<file path="src/rtl/ipl_arb_pkg.sv">
package ipl_arb_pkg;

   localparam int LVL_W = 5;

   // contiguous field of n ones starting at bit lo
   function automatic logic [63:0] field_mask(int lo, int n);
      logic [63:0] m;
      m = '0;
      for (int i = 0; i < 64; i++) begin
         if (i >= lo && i < lo + n) m[i] = 1'b1;
      end
      return m;
   endfunction

endpackage

</file>
<file path="src/rtl/ipl_swreq_reg.sv">
module ipl_swreq_reg #(
   parameter int DATA_W = 32,
   parameter int SW_LO  = 4,
   parameter int SW_N   = 15
) (
   input  logic              clk,
   input  logic              rst_n,
   input  logic              wr,
   input  logic [DATA_W-1:0] wdata,
   output logic [DATA_W-1:0] q
);
   localparam logic [DATA_W-1:0] WMASK = DATA_W'(ipl_arb_pkg::field_mask(SW_LO, SW_N));

   always_ff @(posedge clk) begin
      if (!rst_n)  q <= '0;
      else if (wr) q <= wdata & WMASK;
   end
endmodule

</file>
<file path="src/rtl/ipl_prio_enc.sv">
module ipl_prio_enc #(
   parameter int N  = 8,
   parameter int IW = $clog2(N)
) (
   input  logic [N-1:0]  req,
   output logic [IW-1:0] idx,
   output logic          any
);
   // upward scan: the last active bit seen is the highest and wins
   always_comb begin
      idx = '0;
      any = 1'b0;
      for (int i = 0; i < N; i++) begin
         if (req[i]) begin
            idx = IW'(i);
            any = 1'b1;
         end
      end
   end
endmodule

</file>
<file path="src/rtl/ipl_arb.sv">
module ipl_arb
   import ipl_arb_pkg::*;
#(
   parameter int DATA_W   = 32,
   parameter int SW_LO    = 4,
   parameter int SW_N     = 15,
   parameter int EXT_BASE = 20,
   parameter int EXT_N    = 8
) (
   input  logic              clk,
   input  logic              rst_n,
   input  logic              sw_wr,
   input  logic [DATA_W-1:0] sw_wdata,
   input  logic              ipl_wr,
   input  logic [LVL_W-1:0]  ipl_wdata,
   input  logic [EXT_N-1:0]  ext_irq,
   input  logic              arm,
   output logic              take,
   output logic [DATA_W-1:0] sw_req_q,
   output logic [LVL_W-1:0]  ipl_q,
   output logic [DATA_W-1:0] summary_q,
   output logic [LVL_W-1:0]  intid_q
);
   localparam int SW_IW  = $clog2(SW_N);
   localparam int EXT_IW = $clog2(EXT_N);
   localparam int EXT_TOP = EXT_BASE + EXT_N - 1;

   // elaboration-time parameter checks
   if (SW_N < 2 || EXT_N < 2) begin : g_bad_count
      $error("ipl_arb: SW_N and EXT_N must be at least 2");
   end
   if (EXT_BASE <= SW_N) begin : g_bad_band
      $error("ipl_arb: external band must sit above software levels");
   end
   if (EXT_TOP >= (1 << LVL_W)) begin : g_bad_lvl
      $error("ipl_arb: external levels exceed level width");
   end
   if (SW_LO + SW_N > DATA_W || EXT_TOP >= DATA_W) begin : g_bad_width
      $error("ipl_arb: request fields exceed DATA_W");
   end

   // state registers
   ipl_swreq_reg #(.DATA_W(DATA_W), .SW_LO(SW_LO), .SW_N(SW_N)) i_swreq (
      .clk(clk), .rst_n(rst_n), .wr(sw_wr), .wdata(sw_wdata), .q(sw_req_q)
   );

   always_ff @(posedge clk) begin
      if (!rst_n)      ipl_q <= '0;
      else if (ipl_wr) ipl_q <= ipl_wdata;
   end

   // per-source priority scan
   logic [SW_IW-1:0]  sw_idx;
   logic              sw_any;
   logic [EXT_IW-1:0] ext_idx;
   logic              ext_any;

   ipl_prio_enc #(.N(SW_N), .IW(SW_IW)) i_sw_enc (
      .req(sw_req_q[SW_LO +: SW_N]), .idx(sw_idx), .any(sw_any)
   );
   ipl_prio_enc #(.N(EXT_N), .IW(EXT_IW)) i_ext_enc (
      .req(ext_irq), .idx(ext_idx), .any(ext_any)
   );

   logic [LVL_W-1:0] sw_lvl, ext_lvl, win_lvl;
   always_comb begin
      sw_lvl  = sw_any ? LVL_W'(sw_idx) + LVL_W'(1) : '0;
      ext_lvl = LVL_W'(EXT_BASE) + LVL_W'(ext_idx);
      win_lvl = ext_any ? ext_lvl : sw_lvl;
   end

   // summary: software bits in place, external line j at EXT_BASE+j
   logic [DATA_W-1:0] ext_place;
   for (genvar b = 0; b < DATA_W; b++) begin : g_place
      if (b >= EXT_BASE && b <= EXT_TOP) begin : g_ext
         assign ext_place[b] = ext_irq[b - EXT_BASE];
      end else begin : g_zero
         assign ext_place[b] = 1'b0;
      end
   end

   logic [DATA_W-1:0] sum_now;
   logic              hit, fire;
   assign sum_now = sw_req_q | ext_place;
   assign hit     = (win_lvl != '0) && (win_lvl > ipl_q);
   assign fire    = arm && hit && !take;

   always_ff @(posedge clk) begin
      if (!rst_n) begin
         take      <= 1'b0;
         summary_q <= '0;
         intid_q   <= '0;
      end else begin
         take <= fire;
         if (fire) begin
            summary_q <= sum_now;
            intid_q   <= win_lvl;
         end
      end
   end
endmodule

</file>
<file path="config.mk">
export PLATFORM = sky130hd
export DESIGN_NAME = ipl_arb
export DESIGN_NICKNAME = d
export VERILOG_FILES = /design/src/rtl/ipl_arb_pkg.sv /design/src/rtl/ipl_swreq_reg.sv /design/src/rtl/ipl_prio_enc.sv /design/src/rtl/ipl_arb.sv
export SDC_FILE = /design/constraint.sdc
export NUM_CORES = 1
export LEC_CHECK = 0
export CAP_MARGIN = 20
export CORE_ASPECT_RATIO = 1.1
export CORE_UTILIZATION = 37
export DETAILED_ROUTE_END_ITERATION = 7
export GPL_ROUTABILITY_DRIVEN = 0
export PLACE_DENSITY = 0.73
export SLEW_MARGIN = 25
export SYNTH_ARGS = -nofsm -noshare
export SYNTH_HDL_FRONTEND = slang
export SYNTH_SLANG_ARGS = --single-unit
</file>
<file path="constraint.sdc">
create_clock -name clk -period 4.3 [get_ports clk]
set_input_delay 0.645 -clock clk [delete_from_list [all_inputs] [get_ports clk]]
set_output_delay 0.645 -clock clk [all_outputs]
set_load 0.02 [all_outputs]
</file>
## Word-level counts from Yosys, hierarchy flattened

Index checks and enable logic that the tools add are counted.

- Bits in registers: 58

- Add/subtract/negate cells: 2
- Order comparisons: 1
- Multiplexer cells: 46
- Bitwise logic cells: 1
- Reduce and logical (&&, ||, !) cells: 5

Operators with widths:

| cell | count |
|---|---|
| two-way mux 4 bit | 7 |
| OR 19 x 28 -> 28 bit | 1 |
| two-way mux 1 bit | 25 |
| two-way mux 3 bit | 8 |
| two-way mux 5 bit | 2 |
| two-way mux 2 bit | 4 |
| adder 4 x 1 -> 5 bit, second input constant | 1 |
| adder 5 x 3 -> 5 bit, first input constant | 1 |
| greater-than comparator 5 bit | 1 |
| nonzero test 5 bit | 1 |
| logical AND 1 bit | 3 |
| zero test 1 bit | 1 |

## Longest topological paths before layout

Gate-level depths: netlist (run 1).

- Depth in word-level cells: 21
- Mapped depth: 19
- Gate-level depth less buffers: 17

## Hierarchy

Synthesis (run 1) repeated with hierarchy kept, for this count alone.

- Cells, all modules: 322
- Area total of the unflattened synthesis: 2911.5 um2

By module, submodules not included:

| module | times used | cells each | area each (um2) | seq. area each (um2) |
|---|---|---|---|---|
| ipl_arb | 1 | 217 | 1991.9 | 860.8 |
| ipl_swreq_reg | 1 | 66 | 710.7 | 300.3 |
| ipl_prio_enc at i_sw_enc | 1 | 27 | 151.4 | 0.0 |
| ipl_prio_enc at i_ext_enc | 1 | 12 | 57.6 | 0.0 |

## Worst setup path after synthesis (run 1)

Ideal clock, no wire load.

- Kind: flip-flop to flip-flop
- From: register i_swreq.q[10]
- To: register summary_q[17]
- Library setup time: 0.147 ns
- Data arrival time: 3.763 ns
- Required time: 4.153 ns
- Path slack: 0.390 ns
- Cell stages (with the launch flop): 17
- Buffers on the path: 2
- Period minus slack after synthesis: 3.910 ns
- Cells stage by stage: dfxtp_1 inv_1 a21oi_1 a21oi_1 o21a_1 o21ai_0 a21oi_1 ha_1 a311oi_1 o311ai_0 ha_1 and3_1 a311oi_1 o21a_1 clkbuf_1 clkbuf_1 a311oi_2

- Word-level cells in the longest chain between the ends: 16

Ends and longest elaborated chain:

| item | line | source |
|---|---|---|
| from (decl) | ipl_swreq_reg.sv:10 | `output logic [DATA_W-1:0] q` |
| from (signal assigned) | ipl_swreq_reg.sv:16 | `else if (wr) q <= wdata & WMASK;` |
| two-way mux 3 bit (2 in a row) | ipl_prio_enc.sv:14 | `if (req[i]) begin` |
| two-way mux 4 bit (7 in a row) | ipl_prio_enc.sv:14 |  |
| adder 4 x 1 -> 5 bit | ipl_arb.sv:67 | `sw_lvl = sw_any ? LVL_W'(sw_idx) + LVL_W'(1) : '0;` |
| two-way mux 5 bit (*) | ipl_arb.sv:67 |  |
| two-way mux 5 bit (*) | ipl_arb.sv:69 | `win_lvl = ext_any ? ext_lvl : sw_lvl;` |
| net win_lvl[1] | ipl_arb.sv:65 | `logic [LVL_W-1:0] sw_lvl, ext_lvl, win_lvl;` |
| greater-than comparator 5 bit or nonzero test 5 bit (tied branches) | ipl_arb.sv:85 | `assign hit = (win_lvl != '0) && (win_lvl > ipl_q);` |
| logical AND 1 bit (*) | ipl_arb.sv:85 |  |
| logical AND 1 bit (*) (2 in a row) | ipl_arb.sv:86 | `assign fire = arm && hit && !take;` |
| to (signal assigned) | ipl_arb.sv:96 | `summary_q <= sum_now;` |
| to (decl) | ipl_arb.sv:21 | `output logic [DATA_W-1:0] summary_q,` |

The timed path passes the listed nets; every way through them passes the cells marked *.
A chain may end at the register's enable or synchronous reset.

## Worst setup path in the final report (run 1)

- From: register i_swreq.q[10]
- To: register summary_q[9]

The elaborated chain is that of the path after synthesis.

==> run_summary.xml, run 1 <==
<?xml version="1.0" encoding="UTF-8"?>
<metrics>
  <group name="pwr">
    <metric name="p_leak" unit="nW">1.45</metric>
    <metric name="power.ir.vdd_worst" unit="mV">0.122</metric>
    <metric name="power-per-cell-area" unit="nW/um2">302</metric>
  </group>
  <group name="die">
    <metric name="row_count" unit="">32</metric>
    <metric name="height_of_the_die" unit="um">92.8</metric>
    <metric name="die_width" unit="um">84.5</metric>
    <metric name="pin_count" unit="">125</metric>
    <metric name="die_area" unit="um2">7840</metric>
    <metric name="initial_core_util" unit="%">38.9</metric>
    <metric name="core-area" unit="um2">7130</metric>
  </group>
  <group name="layout">
    <metric name="final.fill_count" unit="">680</metric>
    <metric name="layout_common_cells" unit="">81 x sky130_fd_sc_hd__clkdlybuf4s50_1, 49 x sky130_fd_sc_hd__dfxtp_1, 38 x sky130_fd_sc_hd__nor2_1</metric>
    <metric name="layout-area-overhead-vs-synth" unit="%">33.0</metric>
    <metric name="fraction_of_layout_instances_using_a_drive_strength_above_1" unit="%">9.72</metric>
    <metric name="num-nets-final" unit="">446</metric>
    <metric name="commonest_non_fill_non_tap_cell_in_the_layout" unit="">sky130_fd_sc_hd__clkdlybuf4s50_1</metric>
    <metric name="antenna_cells" unit="">0</metric>
  </group>
  <group name="synthesis">
    <metric name="post_synth_inst_count" unit="">314</metric>
    <metric name="synth_area_per_cell" unit="um2">8.82</metric>
    <metric name="synthesis.area" unit="um2">2770</metric>
    <metric name="post_synth_num_cell_types" unit="">53</metric>
    <metric name="synth.ff_latch_count" unit="">49</metric>
    <metric name="synth_ff_type" unit="">sky130_fd_sc_hd__dfxtp_1</metric>
    <metric name="async_reset_ff_share" unit="%">0</metric>
    <metric name="number_of_synthesized_flops_with_an_enable_pin" unit="">0</metric>
    <metric name="synth_seq_area_share" unit="%">35.4</metric>
    <metric name="synthesis.yosys.warnings" unit="">0</metric>
  </group>
  <group name="drt">
    <metric name="route.final.wire_length" unit="um">6870</metric>
    <metric name="routed.top_layer" unit="">met4</metric>
    <metric name="met1Wirelength" unit="um">3000</metric>
    <metric name="detail-route-antenna-nets" unit="">0</metric>
    <metric name="wire_per_inst" unit="um">14.4</metric>
    <metric name="first_iter_violations" unit="">158</metric>
    <metric name="vias_per_cell" unit="">5.35</metric>
    <metric name="detailed_routed_wire_length_on_met2" unit="um">3400</metric>
    <metric name="route.met3.wl" unit="um">367</metric>
    <metric name="post-route-drc-count" unit="">18</metric>
    <metric name="via_count" unit="">2547</metric>
    <metric name="drtPass1Iterations" unit="">6</metric>
  </group>
  <group name="clocking">
    <metric name="worst_setup_hold_path_clk_slew" unit="ns">0.09</metric>
    <metric name="ctsResizeCount" unit="">0</metric>
    <metric name="postCtsSetupBuffers" unit="">0</metric>
    <metric name="ctsRootBufferMaster" unit="">sky130_fd_sc_hd__clkbuf_8</metric>
    <metric name="cts_buffers" unit="">5</metric>
    <metric name="tritoncts_clock_tree" unit="">done</metric>
    <metric name="clock-sinks" unit="">49</metric>
    <metric name="ctsLongestPathBuffers" unit="">2</metric>
    <metric name="clk-insertion-delay-late" unit="ns">0.30</metric>
    <metric name="post_cts_hold_buffer_count" unit="">0</metric>
    <metric name="htree_depth" unit="">2</metric>
  </group>
  <group name="critical_path">
    <metric name="crit_path_top_delay_cell" unit="">sky130_fd_sc_hd__dfxtp_1</metric>
    <metric name="crit_arrival" unit="ns">4.13</metric>
    <metric name="critPathCapture" unit="">summary_q[9]$_SDFFE_PN0P_</metric>
    <metric name="critPathMostFrequentCell" unit="">sky130_fd_sc_hd__a21oi_1</metric>
    <metric name="crit_family" unit="">compound AO/OA/AOI/OAI gates</metric>
    <metric name="worst_setup_path_start_kind" unit="">flop</metric>
    <metric name="critical_path.reg2reg.endpoint" unit="">summary_q[9]$_SDFFE_PN0P_</metric>
    <metric name="critical_path.n_buffers_inverters" unit="">3</metric>
    <metric name="setup.worst_path.class" unit="">flop to flop</metric>
    <metric name="endpoint_kind" unit="">flop</metric>
    <metric name="timing.critical_path.slowest_cell_delay" unit="ns">0.49</metric>
    <metric name="critical_path_rt" unit="ns">4.48</metric>
    <metric name="cp_max_fo" unit="">18</metric>
    <metric name="crit_path_start" unit="">i_swreq.q[10]$_SDFFE_PN0P_</metric>
    <metric name="regToRegStartpoint" unit="">i_swreq.q[10]$_SDFFE_PN0P_</metric>
    <metric name="ff2ff_path_depth" unit="">18</metric>
    <metric name="reg2reg_setup_slack" unit="ns">0.35</metric>
    <metric name="critical_path_depth" unit="">18</metric>
    <metric name="crit_path_cell_trace" unit="">inv_1, a21oi_1, a21oi_1, o21a_1, o21ai_0, a21oi_1, ha_1, o211a_1, or3_1, a21oi_1, ha_1, a21oi_1, a21oi_1, o21a_1, buf_4, buf_4, a41oi_1, o311ai_1</metric>
  </group>
  <group name="placement">
    <metric name="placement.setup.worst_slack" unit="ns">0.100</metric>
    <metric name="place_hpwl" unit="um">5120</metric>
    <metric name="port_buffers" unit="">81</metric>
  </group>
  <group name="timing">
    <metric name="final_report_setup_violation_count" unit="">0</metric>
    <metric name="tns" unit="ns">0</metric>
    <metric name="worst_clock_skew" unit="ns">0.00871</metric>
    <metric name="max_slew_margin" unit="%">40.9</metric>
    <metric name="fin_ws" unit="ns">0.348</metric>
    <metric name="unrepaired_setup_endpoints_after_global_routing" unit="">false</metric>
    <metric name="finalCritPeriodShare" unit="%">91.9</metric>
    <metric name="achievable-frequency" unit="MHz">253</metric>
    <metric name="finalMaxSlewViolations" unit="">0</metric>
    <metric name="worstMarginPinSlew" unit="ns">0.884</metric>
    <metric name="finalWorstPathRequiredPeriod" unit="ns">3.95</metric>
    <metric name="hold_viol" unit="">0</metric>
  </group>
  <group name="global_routing">
    <metric name="gr-usage-all-layers" unit="%">17.8</metric>
    <metric name="grt_max_degree" unit="">38</metric>
    <metric name="number_of_antenna_violations_at_the_first_check_in_global_routing" unit="">0</metric>
    <metric name="vias_in_the_first_global_route" unit="">2457</metric>
    <metric name="grt_overflow_total" unit="">0</metric>
    <metric name="grt_first_pass_wirelength" unit="um">11400</metric>
  </group>
  <group name="flow_run">
    <metric name="maxCapViolCount" unit="">0</metric>
  </group>
  <group name="min_path">
    <metric name="hold_path.startpoint" unit="">intid_q[4]$_SDFFE_PN0P_</metric>
    <metric name="hold_class" unit="">flop to flop</metric>
  </group>
  <group name="outcome">
    <metric name="result_of_the_run" unit="">complete, but fails checks</metric>
    <metric name="failed_checks" unit="">design-rule violations</metric>
  </group>
</metrics>
==> cell usage after synthesis, types with 2 or more instances <==
cell,number,area (um2)
sky130_fd_sc_hd__or4_4,2,22.5
sky130_fd_sc_hd__buf_4,27,203
sky130_fd_sc_hd__ha_1,6,75.1
sky130_fd_sc_hd__and3_1,2,12.5
sky130_fd_sc_hd__nor4_1,3,18.8
sky130_fd_sc_hd__a41oi_1,6,52.6
sky130_fd_sc_hd__o21a_1,3,22.5
sky130_fd_sc_hd__a211o_1,4,35.0
sky130_fd_sc_hd__a311oi_1,9,78.8
sky130_fd_sc_hd__o311ai_1,6,52.6
sky130_fd_sc_hd__o211a_1,3,30.0
sky130_fd_sc_hd__buf_1,2,7.51
sky130_fd_sc_hd__clkbuf_1,15,56.3
sky130_fd_sc_hd__inv_1,20,75.1
sky130_fd_sc_hd__mux2i_1,20,200
sky130_fd_sc_hd__a311oi_2,4,60.1
sky130_fd_sc_hd__buf_2,3,15.0
sky130_fd_sc_hd__o211ai_1,3,22.5
sky130_fd_sc_hd__o21ai_0,5,25.0
sky130_fd_sc_hd__dfxtp_1,49,981
sky130_fd_sc_hd__nor3_1,2,10.0
sky130_fd_sc_hd__nand4_1,7,43.8
sky130_fd_sc_hd__a21oi_1,28,140
sky130_fd_sc_hd__or3_1,2,12.5
sky130_fd_sc_hd__a211oi_2,8,100
sky130_fd_sc_hd__nor2_1,38,143
sky130_fd_sc_hd__nand2_1,11,41.3
==> registers in the layout, indices dropped and copies added, names as in the netlist <==
signal / count
intid_q: 5
summary_q: 23
i_swreq.q: 15
ipl_q: 5
take: 1
==> worst reg2reg max path, delay by kind of cell (launching register included) <==
| kind | cells | cell delay, ns |
|---|---|---|
| AO/OA/AOI/OAI | 12 | 1.92 |
| adder cells (fa/ha/maj) | 2 | 0.57 |
| flip-flops | 1 | 0.49 |
| buffers and inverters | 3 | 0.49 |
| AND/OR/NAND/NOR | 1 | 0.36 |
==> stage by stage <==
stage / power (W) / hold WS, ns / instance area [um2] / utilization, % / instances
global placement: 0.000819 / 0.481 / 3580 / 50.3 / 468
detailed placement: 0.000825 / 0.487 / 3580 / 50.3 / 468
global route: 0.00117 / 0.532 / 3680 / 51.7 / 476
finish: 0.00111 / 0.506 / 3680 / 51.7 / 476
floorplan: 0.000716 / 0.578 / 2860 / - / 339
CTS: 0.00112 / 0.509 / 3680 / 51.7 / 476
==> kinds of logic (layout without fill, tap and decap cells) <==
family          Yosys count  count (layout)  share of synthesized area [%]
compound gates           94              94                           27.8
simple gates             75              75                           13.3
buf+inv                  69             121                           13.4
other cells               1              26                          0.135
flops                    49              49                           35.4
fa+ha+maj                 6               6                           2.71
mux                      20              20                           7.23
==> power by group <==
| part | switching (W) | internal, W |
|---|---|---|
| combinational | 0.000167 | 0.000139 |
| sequential | 0.0000283 | 0.000480 |
| clock | 0.000152 | 0.000146 |
| total | 0.000347 | 0.000765 |
==> worst min-delay path by stage <==
stage,endpoint,slack (ns),depth (start not counted)
finish,intid_q[4]$_SDFFE_PN0P_,0.51,1
global route,intid_q[1]$_SDFFE_PN0P_,0.53,1
CTS,intid_q[4]$_SDFFE_PN0P_,0.51,1
detailed placement,intid_q[4]$_SDFFE_PN0P_,0.49,1
global placement,intid_q[4]$_SDFFE_PN0P_,0.48,1
floorplan,summary_q[4]$_SDFFE_PN0P_,0.58,2
==> final cells by class <==
| class | count | area (um2) | area share (%) |
|---|---|---|---|
| sequential | 49 | 981 | 26.6 |
| multi-input combinational | 221 | 1510 | 41.0 |
| inverter | 21 | 78.8 | 2.14 |
| clock inverter | 1 | 5.00 | 0.136 |
| tap | 85 | 106 | 2.89 |
| timing repair buffer | 92 | 906 | 24.6 |
| clock buffer | 7 | 96.3 | 2.61 |
==> routing by layer <==
metal	GRT usage, %	up-vias
met2	31.4	90
met4	5.51	0
li1	-	1264
met5	0	-
met3	3.83	8
met1	21.5	1185
Power figures use the tool's default switching activity.
==> run 2, diff against run 1 <==
Settings changed: SLEW_MARGIN 25 to not set.
==> results of run 2 <==
No change in the layout: final DEF, timing and power equal those of run 1.
